### src/rtl/sexa_pkg.sv
package sexa_pkg;
  localparam int DIGIT_W   = 4;
  localparam int UNITS_MOD = 10;
  localparam int TENS_MOD  = 6;

  function automatic int bits_for(input int modulus);
    int n;
    n = 1;
    while ((1 << n) < modulus) n++;
    return n;
  endfunction
endpackage

### src/rtl/cascade_digit.sv
module cascade_digit #(
  parameter int MOD = 10,
  parameter int W   = 4
) (
  input  logic         clk,
  input  logic         rst,
  input  logic         adv,
  output logic [W-1:0] value,
  output logic         wrap
);
  localparam logic [W-1:0] LAST = W'(MOD - 1);

  // wrap marks the step that returns this digit to zero
  assign wrap = adv && (value == LAST);

  always_ff @(posedge clk) begin
    if (rst)       value <= '0;
    else if (adv)  value <= wrap ? '0 : value + 1'b1;
  end
endmodule

### src/rtl/sexagesimal_counter.sv
module sexagesimal_counter
  import sexa_pkg::*;
#(
  parameter int UNITS_MODULUS = UNITS_MOD,
  parameter int TENS_MODULUS  = TENS_MOD,
  parameter int OUT_W         = DIGIT_W
) (
  input  logic             clk,
  input  logic             rst,
  input  logic             evt_en,
  output logic [OUT_W-1:0] units,
  output logic [OUT_W-1:0] tens,
  output logic             carry10,
  output logic             tick60
);
  localparam int UW = bits_for(UNITS_MODULUS);
  localparam int TW = bits_for(TENS_MODULUS);

  logic          evt;
  logic [UW-1:0] u_q;
  logic [TW-1:0] t_q;
  logic          u_wrap, t_wrap;

  // reset wins over the event qualifier, so no pulse leaks during reset
  assign evt = evt_en & ~rst;

  cascade_digit #(.MOD(UNITS_MODULUS), .W(UW)) u_units (
    .clk(clk), .rst(rst), .adv(evt), .value(u_q), .wrap(u_wrap)
  );

  cascade_digit #(.MOD(TENS_MODULUS), .W(TW)) u_tens (
    .clk(clk), .rst(rst), .adv(u_wrap), .value(t_q), .wrap(t_wrap)
  );

  generate
    if (OUT_W > UW) begin : g_u_pad
      assign units = {{(OUT_W-UW){1'b0}}, u_q};
    end else begin : g_u_fit
      assign units = OUT_W'(u_q);
    end
    if (OUT_W > TW) begin : g_t_pad
      assign tens = {{(OUT_W-TW){1'b0}}, t_q};
    end else begin : g_t_fit
      assign tens = OUT_W'(t_q);
    end
  endgenerate

  assign carry10 = u_wrap;
  assign tick60  = t_wrap;
endmodule

### config.mk
export PLATFORM = sky130hd
export DESIGN_NAME = sexagesimal_counter
export DESIGN_NICKNAME = d
export VERILOG_FILES = /design/src/rtl/sexa_pkg.sv /design/src/rtl/cascade_digit.sv /design/src/rtl/sexagesimal_counter.sv
export SDC_FILE = /design/constraint.sdc
export NUM_CORES = 1
export LEC_CHECK = 0
export BUFFER_PORTS_ARGS = -buffer_cell sky130_fd_sc_hd__clkbuf_2
export CORE_AREA = 2 2 39 41
export DETAILED_ROUTE_END_ITERATION = 8
export DIE_AREA = 0 0 41 43
export SLEW_MARGIN = 0
export SYNTH_ARGS = -nofsm -noshare
export SYNTH_HDL_FRONTEND = slang
export SYNTH_SLANG_ARGS = --single-unit
### constraint.sdc
create_clock -name clk -period 1.2 [get_ports clk]
set_input_delay 0.12 -clock clk [delete_from_list [all_inputs] [get_ports clk]]
set_output_delay 0.12 -clock clk [all_outputs]
set_load 0.01 [all_outputs]
==> impl_metrics.json, run 1 <==
{
  "ctsHoldBuffers": 0,
  "rows": 14,
  "wl_met1_um": 461,
  "initial_core_util": 0.2975,
  "syn-cell-area_sq_um": 411.6,
  "cp-end-kind": "output port",
  "clock_skew_ns": 0.005784,
  "hpwlAfterDp_um": 699.3,
  "cp_slowest_cell": "dfxtp_4",
  "pwr-share-comb": 0.133,
  "multi_input_area_sq_um": 286.5,
  "reg2regPathDepth": 7,
  "synth_edf_count": 0,
  "grt_pass1_wl_mm": 1.593,
  "p_int_uw": 401.2,
  "r2r-end": "u_units.value[2]",
  "wl_met3_um": 55,
  "ys.flop_type": "dfxtp_1",
  "period_share": 1.271,
  "critPathKind": "reg2out",
  "post_synth_num_cell_types": 24,
  "r2r-start": "u_units.value[1]",
  "vdd_drop_max_v": 0.0004972,
  "n_antenna_cell": 0,
  "crit_fanout": 3,
  "place_congestion": 0.6728,
  "grtUsageTotal": 0.1386,
  "rsz0062_at_grt": "true",
  "path_clk_slew_ns": 0.06,
  "die_area_sq_um": 1763,
  "cts_tree": "done",
  "clock.fmax_mhz": 655.8,
  "powerDensity_nw_per_um2": 799.5,
  "min-delay-start": "rst",
  "grt-ovfl-total": 0,
  "stdcell_count": 90,
  "top_layer": "met3",
  "netlist_instances": 48,
  "setup_violations": 6,
  "die_h_um": 43,
  "vias": 435,
  "area_delta_synth_final_pct": 60.49,
  "slowest_delay_ns": 0.34,
  "syn_area_per_cell_sq_um": 8.576,
  "swShare": 0.2403,
  "drv_slew": 0,
  "finalPower_uw": 528.2,
  "hp-class": "in2reg",
  "fp.coreArea_sq_um": 1384,
  "ys_async_sr_fraction": 0,
  "viasPerCell": 4.833,
  "first_iter_violations": 4,
  "ioPinCount": 13,
  "fin_nets": 82,
  "violations": "negative setup slack",
  "post-route-drc-count": 0,
  "cp-start-kind": "flip-flop",
  "seqPwrFrac": 0.457,
  "ys_seq_elements": 7,
  "cts_made_buffers": 3,
  "hold-path-endpoint": "u_units.value[2]",
  "drive_gt1_frac": 0.5270,
  "setup_ws_ns": -0.3249,
  "nFillCells": 146,
  "io_buffers": 11,
  "worstPathRequired_ns": 1.08,
  "wl_met2_um": 542,
  "hold_violations": 0,
  "cts_htree_levels": 1,
  "routedWlPerCell_um": 11.77,
  "critPathArrivalTime_ns": 1.40,
  "power.net_switching_uw": 126.9,
  "dr.pass1.iters": 3,
  "hold_depth": 3,
  "cts_sinks": 7,
  "cts_max_path_buffers": 2,
  "period_needed_ns": 1.525,
  "yosysWarnings": 0,
  "clock_latency_ns": 0.25,
  "antenna_found_initial": 0,
  "seq_area_frac_synth": 0.3404,
  "worstPathCellList": "inv_2 -> ha_4 -> and3b_2 -> and2_4 -> and3_4 -> buf_6",
  "max_cap_violations": 0,
  "ant_nets": 0,
  "synthesis.nets": 55,
  "routed_wl_mm": 1.059,
  "grt_start_max_net_pins": 10,
  "leakage_nw": 0.2919,
  "outcome": "finished, violations left",
  "seq_area_sq_um": 147.6,
  "clkPwrFrac": 0.410,
  "dp.cells": 83,
  "root_buffer": "clkbuf_4",
  "grt_pass1_vias": 392,
  "die_x_um": 41,
  "rrSetupSlack_ns": -0.32
}
[final cells by class]
class | instances | area share
inverters | 2 | 0.01136
multi-input cells | 37 | 0.4337
repair buffers | 24 | 0.2614
clock buffers | 4 | 0.03977
flip-flops and latches | 7 | 0.2235
well taps | 16 | 0.03030
[registers in the layout, summed over array words and instances, names as in the netlist]
register       count
u_tens.value       3
u_units.value      4
[power groups by stage]
stage	combinational (mW)	sequential, mW	clock [mW]
final	0.0705	0.241	0.216
after global placement	0.0642	0.248	0
after floorplan	0.0288	0.253	0
after global routing	0.0792	0.242	0.240
after detailed placement	0.0654	0.248	0
after CTS	0.0658	0.242	0.228
[cell families (layout without fill, tap and decap cells)]
kind of cell,Yosys count,in the layout,share of synthesized area
adders and majority gates,4,4,0.1216
AOI/OAI and AO/OA,13,13,0.1885
and+or+nand+nor,19,19,0.2857
other,1,1,0.009110
buffers and inverters,4,30,0.05471
DFF,7,7,0.3404
[cells in the mapped netlist (all sizes together) (2+ instances only)]
library cell  number  area share
nand2b             3       0.046
ha                 4        0.12
buf                2       0.036
nand2              3       0.027
nand3b             3       0.055
nand3              2       0.024
o21ai              3       0.036
inv                2       0.018
a21oi              6       0.082
dfxtp              7        0.34
[critical path, delay by kind of cell (launching register included)]
kind                       cells  cell delay [ns]
DFF                            1             0.34
adders and majority gates      1             0.15
and+or+nand+nor                3             0.52
buffers and inverters          2             0.15
[per-layer routing]
layer	GRT usage	vias up
met4	0.04000	0
met5	0	-
met2	0.2313	12
li1	-	218
met1	0.1383	205
met3	0.07853	0
[layout by cell type, fill, tap and decap left out, types with 2 or more instances in the layout]
cell	count
a21oi_1	5
buf_4	11
buf_6	4
clkbuf_2	9
clkbuf_4	3
dfxtp_1	5
dfxtp_4	2
ha_1	3
nand2_1	3
nand2b_1	3
nand3_2	2
nand3b_1	3
o21ai_0	2
[stage by stage]
stage	TNS, ns	setup WS [ns]	hold WS (ns)	cell area, sq um	util
3_5_place_dp	-0.08966	-0.05164	0.4493	570.5	0.4123
5_1_grt	-1.480	-0.3626	0.1803	660.6	0.4774
6_report	-1.328	-0.3249	0.1817	660.6	0.4774
2_1_floorplan	-0.06803	-0.04449	0.1794	435.4	-
3_3_place_gp	-0.06551	-0.04535	0.4462	570.5	0.4123
4_1_cts	-0.9274	-0.3287	0.1787	619.3	0.4476
[worst max path at each step]
stage	slack (ns)	endpoint	startpoint
2_1_floorplan	-0.04	u_units.value[2]	u_units.value[1]
3_3_place_gp	-0.05	tick60	u_units.value[1]
4_1_cts	-0.33	tick60	u_units.value[1]
6_report	-0.32	tick60	u_units.value[1]
5_1_grt	-0.36	tick60	u_units.value[1]
3_5_place_dp	-0.05	tick60	u_units.value[1]
[repair_timing]
action,4_1_cts,5_1_grt
setup endpoints to repair,5,6
setup buffers,1,2
pin swaps,5,2
gates resized for setup,5,7
No activity file was read; power rests on OpenSTA's default activity.
==> run 2, diff against run 1 <==
Settings changed: CTS_CLUSTER_DIAMETER set to 200, REMOVE_ABC_BUFFERS set to 1.
Clock period 1.2 ns to 1.3 ns, I/O delays scaled along.
==> impl_metrics.json, run 2 (synthesis results as in run 1) <==
{
  "cp-start-kind": "flip-flop",
  "finalPower_uw": 480.6,
  "grt_start_max_net_pins": 10,
  "powerDensity_nw_per_um2": 765.1,
  "rsz0062_at_grt": "true",
  "hold_violations": 0,
  "grt-ovfl-total": 0,
  "period_share": 1.165,
  "hp-class": "in2reg",
  "cts_htree_levels": 1,
  "most-common-layout-cells": "10 x buf_4, 9 x clkbuf_2, 5 x a21oi_1, 5 x dfxtp_1",
  "crit_fanout": 2,
  "cts_sinks": 7,
  "placed_cell_area_sq_um": 524.3,
  "seq_area_sq_um": 142.6,
  "largest-register": "u_units.value",
  "worstPathRequired_ns": 1.17,
  "setup_violations": 6,
  "antenna_found_initial": 0,
  "cp-end-kind": "output port",
  "grt_pass1_vias": 392,
  "dr.pass1.iters": 5,
  "fin_util": 0.4539,
  "initial_core_util": 0.2975,
  "hpwlAfterDp_um": 655.5,
  "violations": "negative setup slack",
  "area_delta_synth_final_pct": 52.58,
  "slowest_delay_ns": 0.33,
  "ioPinCount": 13,
  "reg.largest.list": "u_units.value: 4 flops, u_tens.value: 3 flops",
  "critPathKind": "reg2out",
  "die_x_um": 41,
  "vias": 423,
  "place_ws_ns": -0.07778,
  "clock_latency_ns": 0.25,
  "cts_tree": "done",
  "outcome": "finished, violations left",
  "post-route-drc-count": 0,
  "max_cap_violations": 0,
  "period_needed_ns": 1.514,
  "critPathArrivalTime_ns": 1.38,
  "first_iter_violations": 12,
  "ant_nets": 0,
  "routedWlPerCell_um": 11.42,
  "cts_made_buffers": 3,
  "drive_gt1_frac": 0.4861,
  "leakage_nw": 0.2816,
  "final_area_sq_um": 628.1,
  "place_congestion": 0.7555,
  "die_h_um": 43,
  "multi_input_area_sq_um": 277.8,
  "path_clk_slew_ns": 0.05,
  "die_area_sq_um": 1763,
  "ctsHoldBuffers": 0,
  "setup_ws_ns": -0.2141,
  "grtUsageTotal": 0.1338,
  "io_buffers": 11,
  "drv_slew": 0,
  "largest_reg_flops": 4,
  "cts_max_path_buffers": 2,
  "fin_nets": 80,
  "viasPerCell": 4.807,
  "worstPathCellList": "inv_2 -> ha_4 -> and3b_2 -> and2_4 -> and3_4 -> buf_6",
  "grt_pass1_wl_mm": 1.545,
  "rows": 14,
  "clock.fmax_mhz": 660.4,
  "vdd_drop_max_v": 0.0004841,
  "clock_skew_ns": 0.0009891,
  "cp_slowest_cell": "dfxtp_2",
  "routed_wl_mm": 1.005,
  "fp.coreArea_sq_um": 1384,
  "nFillCells": 137,
  "n_antenna_cell": 0,
  "root_buffer": "clkbuf_4",
  "final_common_cell": "buf_4"
}
-- run 2: layer usage --
metal	vias up	wire length [um]	GRT usage
met5	-	0	0
met4	0	7	0.03333
met2	9	488	0.1938
met3	2	57	0.09424
li1	216	-	-
met1	196	451	0.1553
-- run 2: worst paths after layout --
path / start / to / slack [ns] / depth (start not counted)
max: u_units.value[1] / tick60 / -0.21 / 6
min: rst / u_units.value[2] / 0.20 / 3
max reg2reg: u_units.value[1] / u_units.value[2] / -0.20 / 7
min reg2reg: u_tens.value[1] / u_tens.value[1] / 0.51 / 2
-- run 2: worst max-delay path, delay by kind of cell (launching register included) --
kind,cells,cell delay [ns]
buf+inv,2,0.15
simple gates,3,0.50
fa+ha+maj,1,0.15
flops,1,0.33
-- run 2: what timing repair did --
| action | CTS | global route |
|---|---|---|
| gates resized for setup | 7 | 8 |
| setup buffers | 3 | 1 |
| pin swaps | 2 | 3 |
| endpoints found under the setup margin | 3 | 6 |
-- run 2: final cells by class --
type                    instances  area share
inverters                       2     0.01195
flip-flops and latches          7      0.2271
repair buffers                 22      0.2450
multi-input cells              37      0.4422
well taps                      16     0.03187
clock buffers                   4     0.04183
-- run 2: through the flow --
| stage | setup TNS [ns] | hold slack (ns) | std cells |
|---|---|---|---|
| after floorplan | -0.2544 | 0.1924 | 46 |
| after global placement | -0.05591 | 0.4556 | 80 |
| after global routing | -1.033 | 0.2160 | 88 |
| after detailed placement | -0.08224 | 0.4570 | 80 |
| after CTS | -0.5087 | 0.1910 | 87 |
| final | -0.7703 | 0.1965 | 88 |
-- run 2: report_power, final --
| group | leakage (nW) | switching (mW) | internal (mW) | total (mW) |
|---|---|---|---|---|
| sequential | 0.0575 | 0.00412 | 0.221 | 0.225 |
| clock | 0.0150 | 0.0791 | 0.117 | 0.196 |
| combinational | 0.209 | 0.0293 | 0.0303 | 0.0597 |
| total | 0.282 | 0.113 | 0.368 | 0.481 |
==> run 3, diff against run 2 <==
Settings changed: BUFFER_PORTS_ARGS -buffer_cell sky130_fd_sc_hd__clkbuf_2 to -buffer_cell sky130_fd_sc_hd__buf_2, CAP_MARGIN set to 30.
==> impl_metrics.json, run 3 (synthesis results as in run 1) <==
{
  "violations": "negative setup slack",
  "routedWlPerCell_um": 11.98,
  "reg2regPathDepth": 7,
  "io_buffers": 11,
  "fin_nets": 78,
  "crit_fanout": 2,
  "cts_tree": "done",
  "cts_made_buffers": 3,
  "clock.fmax_mhz": 654.4,
  "whs_ns": 0.1383,
  "critPathArrivalTime_ns": 1.40,
  "r2r-end": "u_units.value[2]",
  "most-common-layout-cells": "9 x buf_2, 7 x buf_4, 5 x a21oi_1, 5 x dfxtp_1, 4 x buf_6",
  "nFillCells": 134,
  "clkPwrFrac": 0.432,
  "grt_start_max_net_pins": 10,
  "swShare": 0.2623,
  "min-delay-start": "rst",
  "outcome": "finished, violations left",
  "hold-path-endpoint": "u_units.value[2]",
  "slowest_delay_ns": 0.33,
  "crit_family": "simple AND/OR/NAND/NOR gates",
  "crit_buf_inv": 2,
  "period_needed_ns": 1.528,
  "worstPathCellList": "inv_2 -> ha_4 -> and3b_2 -> and2_4 -> and3_4 -> buf_6",
  "routed_wl_mm": 1.030,
  "initial_core_util": 0.2975,
  "post-route-drc-count": 0,
  "drive_gt1_frac": 0.5000,
  "worstPathRequired_ns": 1.17,
  "largest-register": "u_units.value",
  "cp_slowest_cell": "dfxtp_2",
  "seqPwrFrac": 0.449,
  "max_cap_violations": 0,
  "largest_reg_flops": 4,
  "cts_htree_levels": 1,
  "antenna_found_initial": 0,
  "hpwlAfterDp_um": 635.3,
  "reg.largest.list": "u_units.value: 4 flops, u_tens.value: 3 flops",
  "ioPinCount": 13,
  "wl_met3_um": 34,
  "rows": 14,
  "rrSetupSlack_ns": -0.17,
  "period_share": 1.176,
  "root_buffer": "clkbuf_4",
  "place_ws_ns": -0.08818,
  "ant_nets": 0,
  "vias": 422,
  "rsz0062_at_grt": "true",
  "critPathKind": "reg2out",
  "hold_violations": 0,
  "grtUsageTotal": 0.1299,
  "clock_skew_ns": 0.01009,
  "grt_pass1_vias": 372,
  "cp-end-kind": "output port",
  "cts_max_path_buffers": 2,
  "wl_met2_um": 500,
  "cts_sinks": 7,
  "fp.coreArea_sq_um": 1384,
  "seq_area_sq_um": 142.6,
  "cp-start-kind": "flip-flop",
  "dr.pass1.iters": 5,
  "clock_latency_ns": 0.27,
  "fin_util": 0.4530,
  "drv_slew": 0,
  "leakage_nw": 0.2751,
  "n_antenna_cell": 0,
  "setup_ws_ns": -0.2282,
  "viasPerCell": 4.907,
  "grt-ovfl-total": 0,
  "wl_met1_um": 486,
  "top_layer": "met4",
  "area_delta_synth_final_pct": 52.28,
  "hold_depth": 2,
  "grt_pass1_wl_mm": 1.538,
  "r2r-start": "u_units.value[1]",
  "die_h_um": 43,
  "power.net_switching_uw": 130.6,
  "place_congestion": 0.7918,
  "path_clk_slew_ns": 0.05,
  "final_common_cell": "buf_2",
  "powerDensity_nw_per_um2": 794.2,
  "pwr-share-comb": 0.119,
  "vdd_drop_max_v": 0.0003108,
  "setup_violations": 4,
  "multi_input_area_sq_um": 287.8,
  "p_int_uw": 367.3,
  "die_x_um": 41,
  "hp-class": "in2reg",
  "die_area_sq_um": 1763,
  "first_iter_violations": 17,
  "finalPower_uw": 497.8
}
[run 3: cell types whose count changed in the layout (fill, tap and decap cells not counted)]
cell	delta
buf_6	+1
nand3_1	-2
nand3_2	+2
buf_2	+9
buf_4	-3
clkbuf_2	-9
[run 3: power by group through the flow]
stage	sequential, mW	combinational [mW]	clock [mW]
detailed placement	0.226	0.0493	0
global placement	0.226	0.0494	0
floorplan	0.232	0.0173	0
global route	0.224	0.0670	0.227
CTS	0.223	0.0531	0.210
finish	0.224	0.0591	0.215
[run 3: final cells by class]
class                   instances  share of cell area
multi-input cells              37              0.4591
flip-flops and latches          7              0.2275
repair buffers                 20              0.2275
clock buffers                   4             0.04192
well taps                      16             0.03194
inverters                       2             0.01198
[run 3: layer usage]
layer  track usage  vias to the layer above
li1              -                      214
met4       0.08000                        0
met3       0.03141                        2
met2        0.1813                        8
met5             0                        -
met1        0.1721                      198
[run 3: how the worst max path moves through the flow]
stage / slack [ns] / to / from / depth (start not counted)
5_1_grt: -0.26 / tick60 / u_units.value[1] / 6
3_3_place_gp: -0.08 / tick60 / u_units.value[1] / 6
4_1_cts: -0.21 / tick60 / u_units.value[1] / 6
6_report: -0.23 / tick60 / u_units.value[1] / 6
2_1_floorplan: -0.12 / tick60 / u_units.value[1] / 5
3_5_place_dp: -0.09 / tick60 / u_units.value[1] / 6
[run 3: repair_timing]
item,in CTS,in global routing
endpoints found under the hold margin,0,0
gates resized for setup,6,10
setup endpoints to repair,3,5
pin swaps,3,2
buffers inserted,2,2
hold buffers,0,0
gates cloned,0,0
[run 3: metrics by stage]
step	std cells	TNS, ns	instance area [sq um]
floorplan	46	-0.2544	396.6
global placement	78	-0.07745	509.2
detailed placement	78	-0.08818	509.2
CTS	84	-0.4356	571.8
global route	86	-0.8904	626.9
finish	86	-0.6846	626.9
[run 3: worst reg2reg max path: stages, from the launching register on]
cell	delay, ns
dfxtp_2	0.33
inv_2	0.04
ha_4	0.15
and3b_2	0.21
buf_4	0.13
buf_6	0.11
or3_4	0.32
a21oi_2	0.13
